$ cat config.mk
export PLATFORM = sky130hd
export DESIGN_NAME = fixq_convert
export DESIGN_NICKNAME = d
export VERILOG_FILES = /design/src/rtl/fixq_pkg.sv /design/src/rtl/fixq_round.sv /design/src/rtl/fixq_range.sv /design/src/rtl/fixq_stage.sv /design/src/rtl/fixq_convert.sv
export SDC_FILE = /design/constraint.sdc
export NUM_CORES = 1
export LEC_CHECK = 0
export ABC_AREA = 1
export BUFFER_PORTS_ARGS = -buffer_cell sky130_fd_sc_hd__buf_4
export CAP_MARGIN = 0
export CORE_MARGIN = 3
export CORE_UTILIZATION = 47
export DETAILED_ROUTE_END_ITERATION = 6
export PLACE_DENSITY = 0.79
export SLEW_MARGIN = 20
export SYNTH_ARGS = -nofsm -noshare
export SYNTH_HDL_FRONTEND = slang
export SYNTH_SLANG_ARGS = --single-unit
$ cat constraint.sdc
create_clock -name clk -period 2.85 [get_ports clk]
set_input_delay 0.4275 -clock clk [delete_from_list [all_inputs] [get_ports clk]]
set_output_delay 0.4275 -clock clk [all_outputs]
set_load 0.02 [all_outputs]
$ cat src/rtl/fixq_pkg.sv
package fixq_pkg;

  typedef enum logic [1:0] {
    RND_NEAREST = 2'd0,
    RND_TOZERO  = 2'd1,
    RND_FLOOR   = 2'd2
  } rnd_pol_e;

  typedef enum logic [1:0] {
    OVF_CLAMP = 2'd0,
    OVF_ZERO  = 2'd1,
    OVF_WRAP  = 2'd2
  } ovf_pol_e;

  // Code 3 folds onto the last policy in each field.
  function automatic rnd_pol_e decode_rnd(input logic [1:0] code);
    case (code)
      2'd0:    decode_rnd = RND_NEAREST;
      2'd1:    decode_rnd = RND_TOZERO;
      default: decode_rnd = RND_FLOOR;
    endcase
  endfunction

  function automatic ovf_pol_e decode_ovf(input logic [1:0] code);
    case (code)
      2'd0:    decode_ovf = OVF_CLAMP;
      2'd1:    decode_ovf = OVF_ZERO;
      default: decode_ovf = OVF_WRAP;
    endcase
  endfunction

endpackage

$ cat src/rtl/fixq_round.sv
module fixq_round
  import fixq_pkg::*;
#(
  parameter int IN_W  = 24,
  parameter int SHIFT = 13,
  localparam int KW   = IN_W - SHIFT,
  localparam int RW   = KW + 1
) (
  input  logic [IN_W-1:0] din,
  input  rnd_pol_e        pol,
  output logic [RW-1:0]   rounded,
  output logic            inexact
);

  logic [KW-1:0]    kept;
  logic [SHIFT-1:0] disc;
  logic             half;
  logic             bump;

  assign kept    = din[IN_W-1:SHIFT];
  assign disc    = din[SHIFT-1:0];
  assign half    = disc[SHIFT-1];
  assign inexact = |disc;

  always_comb begin
    case (pol)
      RND_NEAREST: bump = half;
      RND_TOZERO:  bump = din[IN_W-1] & inexact;
      default:     bump = 1'b0;
    endcase
  end

  // One extra bit so that kept + 1 can never wrap.
  assign rounded = {kept[KW-1], kept} + {{(RW-1){1'b0}}, bump};

endmodule

$ cat src/rtl/fixq_range.sv
module fixq_range
  import fixq_pkg::*;
#(
  parameter int RW    = 12,
  parameter int OUT_W = 8,
  localparam int HW   = RW - OUT_W + 1
) (
  input  logic [RW-1:0]    rounded,
  input  ovf_pol_e         pol,
  output logic [OUT_W-1:0] result,
  output logic             out_of_range
);

  localparam logic [OUT_W-1:0] MAX_CODE = {1'b0, {(OUT_W-1){1'b1}}};
  localparam logic [OUT_W-1:0] MIN_CODE = {1'b1, {(OUT_W-1){1'b0}}};

  logic [HW-1:0] head;
  logic          neg;

  // In range only when the bits from the output sign upward agree.
  assign head         = rounded[RW-1:OUT_W-1];
  assign neg          = rounded[RW-1];
  assign out_of_range = !((&head) || !(|head));

  always_comb begin
    result = rounded[OUT_W-1:0];
    if (out_of_range) begin
      case (pol)
        OVF_CLAMP: result = neg ? MIN_CODE : MAX_CODE;
        OVF_ZERO:  result = '0;
        default:   result = rounded[OUT_W-1:0];
      endcase
    end
  end

endmodule

$ cat src/rtl/fixq_stage.sv
module fixq_stage #(
  parameter int OUT_W = 8
) (
  input  logic             clk,
  input  logic             rst,
  input  logic             s_valid,
  output logic             s_ready,
  input  logic [OUT_W-1:0] s_result,
  input  logic             s_inexact,
  input  logic             s_range,
  output logic             m_valid,
  input  logic             m_ready,
  output logic [OUT_W-1:0] m_data,
  input  logic             clr,
  output logic             sticky_inexact,
  output logic             sticky_range
);

  logic take;

  assign s_ready = !m_valid || m_ready;
  assign take    = s_valid && s_ready;

  always_ff @(posedge clk) begin
    if (rst) begin
      m_valid <= 1'b0;
      m_data  <= '0;
    end else if (take) begin
      m_valid <= 1'b1;
      m_data  <= s_result;
    end else if (m_ready) begin
      m_valid <= 1'b0;
    end
  end

  always_ff @(posedge clk) begin
    if (rst || clr) begin
      sticky_inexact <= 1'b0;
      sticky_range   <= 1'b0;
    end else if (take) begin
      sticky_inexact <= sticky_inexact | s_inexact;
      sticky_range   <= sticky_range | s_range;
    end
  end

endmodule

$ cat src/rtl/fixq_convert.sv
module fixq_convert
  import fixq_pkg::*;
#(
  parameter int IN_W     = 24,
  parameter int IN_FRAC  = 20,
  parameter int OUT_W    = 8,
  parameter int OUT_FRAC = 7,
  localparam int SHIFT   = IN_FRAC - OUT_FRAC,
  localparam int RW      = IN_W - SHIFT + 1
) (
  input  logic             clk,
  input  logic             rst,
  input  logic             in_valid,
  output logic             in_ready,
  input  logic [IN_W-1:0]  in_data,
  input  logic [1:0]       in_rnd_sel,
  input  logic [1:0]       in_ovf_sel,
  output logic             out_valid,
  input  logic             out_ready,
  output logic [OUT_W-1:0] out_data,
  input  logic             flag_clear,
  output logic             flag_inexact,
  output logic             flag_range
);

  logic [RW-1:0]    rounded;
  logic             lost_bits;
  logic [OUT_W-1:0] fitted;
  logic             oor;

  fixq_round #(.IN_W(IN_W), .SHIFT(SHIFT)) u_round (
    .din     (in_data),
    .pol     (decode_rnd(in_rnd_sel)),
    .rounded (rounded),
    .inexact (lost_bits)
  );

  fixq_range #(.RW(RW), .OUT_W(OUT_W)) u_range (
    .rounded      (rounded),
    .pol          (decode_ovf(in_ovf_sel)),
    .result       (fitted),
    .out_of_range (oor)
  );

  fixq_stage #(.OUT_W(OUT_W)) u_stage (
    .clk            (clk),
    .rst            (rst),
    .s_valid        (in_valid),
    .s_ready        (in_ready),
    .s_result       (fitted),
    .s_inexact      (lost_bits),
    .s_range        (oor),
    .m_valid        (out_valid),
    .m_ready        (out_ready),
    .m_data         (out_data),
    .clr            (flag_clear),
    .sticky_inexact (flag_inexact),
    .sticky_range   (flag_range)
  );

endmodule

Word-level counts from Yosys, hierarchy flattened
Index checks and enable logic that the tools add are counted.

Register bits after elaboration: 11. Input port bits: 33.

Reduce and logical (&&, ||, !) cells: 15. Eq/ne operators: 4. Bitwise operators: 3. Add/subtract/negate cells: 1. Muxes and demuxes: 8.

Operators with widths (number): 8-bit two-way mux (2); 8-bit one-hot mux with 2 select lines (1); 13-bit OR reduction (1); 11-bit by 2-bit adder with 12-bit output (1); 2-bit by 1-bit == test with 1-bit output, second input constant (4); 2-bit zero test (4); 2-bit one-hot mux with 2 select lines (2); 5-bit AND reduction (1); 5-bit OR reduction (1); 1-bit zero test (3); 1-bit logical OR (3); 1-bit two-way mux (2); 1-bit bitwise OR (2); 1-bit one-hot mux with 2 select lines (1); 2-bit nonzero test (1); 1-bit bitwise AND (1); 1-bit logical AND (1).

Depth between registers and ports, before layout
Word-level depth: 10. Gate-level depth with buffers: 18.

By module
Synthesis repeated with hierarchy kept, for this count alone.

Cells, all modules: 179. Area total of the unflattened synthesis: 1092.3 um^2.

By module, submodules not included: fixq_stage (times used 1, cells each 67, area an instance 501.7 um^2); fixq_round (times used 1, cells each 54, area an instance 314.1 um^2); fixq_range (times used 1, cells each 52, area an instance 254.0 um^2); fixq_convert (times used 1, cells each 6, area an instance 22.5 um^2).

Least setup slack after synthesis
OpenSTA, ideal clock, no wires.

Kind: input port to flip-flop. Start: in in_data[11]. End: reg u_stage.m_data[3]. Required time: 2.717 ns. Path slack: 0.651 ns. Arrival: 2.066 ns. Stages on the path: 16. Cell sequence: nor4_1 nand2_1 nor2_1 inv_1 nand2_1 a211oi_1 ha_1 ha_1 nand4_1 nand2_2 nor2_4 nand2_4 nand2_4 nand2_1 nand3_1 a21oi_1.

Cells in the longest elaborated chain, start to end: 8. Elaborated cells on any way between the ends: 11. Those cells by class: 1 x add/sub; 4 x mux; 1 x bitwise; 5 x reduce/logical.

Ends and longest elaborated chain: start: declaration (line fixq_convert.sv:15) `input logic [IN_W-1:0] in_data,`; 13-bit OR reduction (*) (line fixq_round.sv:23) `assign inexact = |disc;`; 1-bit bitwise AND (*) (line fixq_round.sv:28) `RND_TOZERO: bump = din[IN_W-1] & inexact;`; 1-bit one-hot mux with 2 select lines (*) (line fixq_round.sv:26) `case (pol)`; 11-bit by 2-bit adder with 12-bit output (*) (line fixq_round.sv:34) `assign rounded = {kept[KW-1], kept} + {{(RW-1){1'b0}}, bump};`; 5-bit OR reduction (line fixq_range.sv:23) `assign out_of_range = !((&head) || !(|head));`; 1-bit zero test (line fixq_range.sv:23); 1-bit logical OR (line fixq_range.sv:23); 8-bit two-way mux (*) (line fixq_range.sv:27) `if (out_of_range) begin`; end signal: assignment (line fixq_stage.sv:30) `m_data <= s_result;`; end: declaration (line fixq_stage.sv:13) `output logic [OUT_W-1:0] m_data,`.

Mark *: on every way between the ends. The rest lies on a longest branch, timed or not. A chain may end at the register's enable or synchronous reset.

Worst setup path after layout
Start: in in_data[11]. End: reg u_stage.m_data[4].

Same word-level chain as after synthesis.

==> impl_metrics.env <==
export IMPL_status="finished clean"
export IMPL_hold_viol=0
export IMPL_ir_worst_vdd_mv=0.349
export IMPL_vias_per_cell=5.14
export IMPL_synth_seq_cells=11
export IMPL_maxSlewHeadroom_pct=73.5
export IMPL_dp_hpwl_um=2300
export IMPL_crit_chain="buf_4, nor4_1, nand2_1, nor2_1, inv_1, nand2_1, a211oi_1, ha_1, ha_1, nand3_1, xor2_1, nor2_1, a21oi_1, nand3_1, nand3_1, a21oi_1"
export IMPL_powerDensity_mw_per_mm2=310
export IMPL_vias=1208
export IMPL_final_antenna_net_count=0
export IMPL_ys_warn_count=0
export IMPL_hold_start="rst"
export IMPL_cp_arrival_ps=2420
export IMPL_root_buffer="clkbuf_4"
export IMPL_drt_wl_total_um=2610
export IMPL_grt_max_degree=12
export IMPL_antenna_found_initial=0
export IMPL_cp_end_kind="register"
export IMPL_critPathSlowestCell="nor4_1"
export IMPL_clock_latency_ps=270
export IMPL_grt_ovfl_total=0
export IMPL_dieArea_mm2=0.00286
export IMPL_nNetsFinal=245
export IMPL_syn_to_final_growth_pct=36.2
export IMPL_hp_class="in -> reg"
export IMPL_mostFrequentLayoutCells="buf_4, nand2_1, nand3_1, inv_1, a21oi_1"
export IMPL_fillers=184
export IMPL_critPathKind="in -> reg"
export IMPL_fmax_mhz=443
export IMPL_coreArea_mm2=0.00204
export IMPL_drt_iter0_markers=7
export IMPL_postCtsHoldBufs=0
export IMPL_tightest_slew_ps=397
export IMPL_grt_pass1_wl_um=4380
export IMPL_synth_cell_types=28
export IMPL_place_inst=231
export IMPL_numCtsBuffers=3
export IMPL_clk_pin_slew_ps=70
export IMPL_worst_setup_path_start_kind="input pin"
export IMPL_final_seq_area_um2=220
export IMPL_clock_sinks=11
export IMPL_ys_seq_area_share_pct=20.8
export IMPL_finalCriticalPeriod_ps=2260
export IMPL_start_util_pct=51.9
export IMPL_clock_path_buffers=2
export IMPL_h_tree_depth=1
export IMPL_syn_area_mm2=0.00106
export IMPL_worstPathRequired_ps=3020
export IMPL_multi_input_area_um2=772
export IMPL_ios=45
export IMPL_reg2reg_from="u_stage.m_valid"
export IMPL_die_x_um=53.5
export IMPL_setup_viol=0
export IMPL_crit_path_frequent_cell="nand3_1"
export IMPL_slew_viol_final=0
export IMPL_port_buffers=44
export IMPL_gp_congestion=0.857
export IMPL_drive_above_1_share_pct=33.2
export IMPL_cts_setup_buffers=0
export IMPL_first_global_vias=1118
export IMPL_finalCritPeriodShare_pct=79.2
export IMPL_fin_skew_ps=5.79
export IMPL_track_usage_pct=20.9
export IMPL_fp_dieH_um=53.5
export IMPL_antennaDiodeCount=0
export IMPL_cts_tree="built"
export IMPL_worstSetupStartpoint="in_data[11]"
export IMPL_synth_cells=162
export IMPL_cap_violations=0
export IMPL_max_stage_delay_ps=270
export IMPL_rsz0062_at_grt="no"
export IMPL_power_leakage_nw=0.714
export IMPL_final_cells=235
export IMPL_detail_route_first_pass_iterations=4
export IMPL_drt_wirelength_per_cell_um=11.1
export IMPL_row_count=16
export IMPL_avgSynthCellArea_um2=6.54
export IMPL_synth_fp_nets=198
export IMPL_remaining_drc_errors=0
export IMPL_final_common_cell="buf_4"
export IMPL_fin_tns_setup_ps=0
export IMPL_crit_path_max_fanout=5
export IMPL_cts_resized=0
==> layer usage <==
layer	routed length [um]	up-vias	GRT usage (%)
met5	0	-	0
met3	111	0	4.23
li1	-	631	-
met4	0	0	3.83
met2	1380	29	39.4
met1	1120	548	23.9
==> final cells by class <==
type	instances	area share (%)
clock buffer	3	1.56
tap	27	2.34
timing repair buffer	44	22.9
multi-input combinational	133	53.5
inverter	16	4.16
clock inverter	1	0.347
sequential	11	15.3
==> logic make-up after synthesis <==
family          share of synthesized area, %
xor+xnor                                1.65
compound gates                          11.6
simple gates                            56.1
buf+inv                                 6.37
flops                                   20.8
fa+ha+maj                               3.54
==> Yosys cell counts (all sizes together) <==
cell type / number / area, um^2
nand2: 52 / 256
nand3: 30 / 175
nor2: 20 / 131
inv: 16 / 60.1
a21oi: 15 / 78.8
dfxtp: 11 / 220
ha: 3 / 37.5
a21boi: 2 / 15.0
clkbuf: 2 / 7.51
o21ai: 2 / 13.8
xor2: 2 / 17.5
a211oi: 1 / 7.51
nand3b: 1 / 7.51
nand4: 1 / 6.26
nor3: 1 / 5.00
nor4: 1 / 6.26
o21bai: 1 / 7.51
or2: 1 / 6.26
==> stage by stage <==
stage	hold slack [ps]	util [%]	power, mW	area, um^2	worst slack [ps]
after floorplan	524	-	0.268	1060	651
after global placement	440	69.4	0.339	1420	377
after detailed placement	453	69.4	0.343	1420	312
after CTS	373	70.7	0.452	1440	589
after global routing	377	70.7	0.481	1440	378
final	378	70.7	0.448	1440	594
==> power by group <==
| part | leakage, nW | internal [mW] | switching, mW |
|---|---|---|---|
| logic | 0.606 | 0.0764 | 0.0930 |
| clock network | 0.0177 | 0.0520 | 0.0573 |
| registers | 0.0904 | 0.164 | 0.00505 |
| total | 0.714 | 0.292 | 0.155 |
==> final timing paths <==
| check | to | slack, ps | cells past startpoint |
|---|---|---|---|
| hold reg to reg | u_stage.sticky_range | 470 | 2 |
| setup reg to reg | u_stage.m_data[2] | 1630 | 5 |
| hold / removal | u_stage.m_data[7] | 380 | 2 |
| setup / recovery | u_stage.m_data[4] | 590 | 16 |
==> registers in the layout, summed over array words and instances (netlist names) <==
name                    count
u_stage.m_data              8
u_stage.sticky_inexact      1
u_stage.sticky_range        1
u_stage.m_valid             1
==> worst max-delay path: cells and delay by family <==
family | cells | cell delay, ps
fa+ha+maj | 2 | 440
simple gates | 8 | 880
compound gates | 3 | 270
buf+inv | 2 | 160
xor+xnor | 1 | 230
Power figures use the tool's default switching activity.
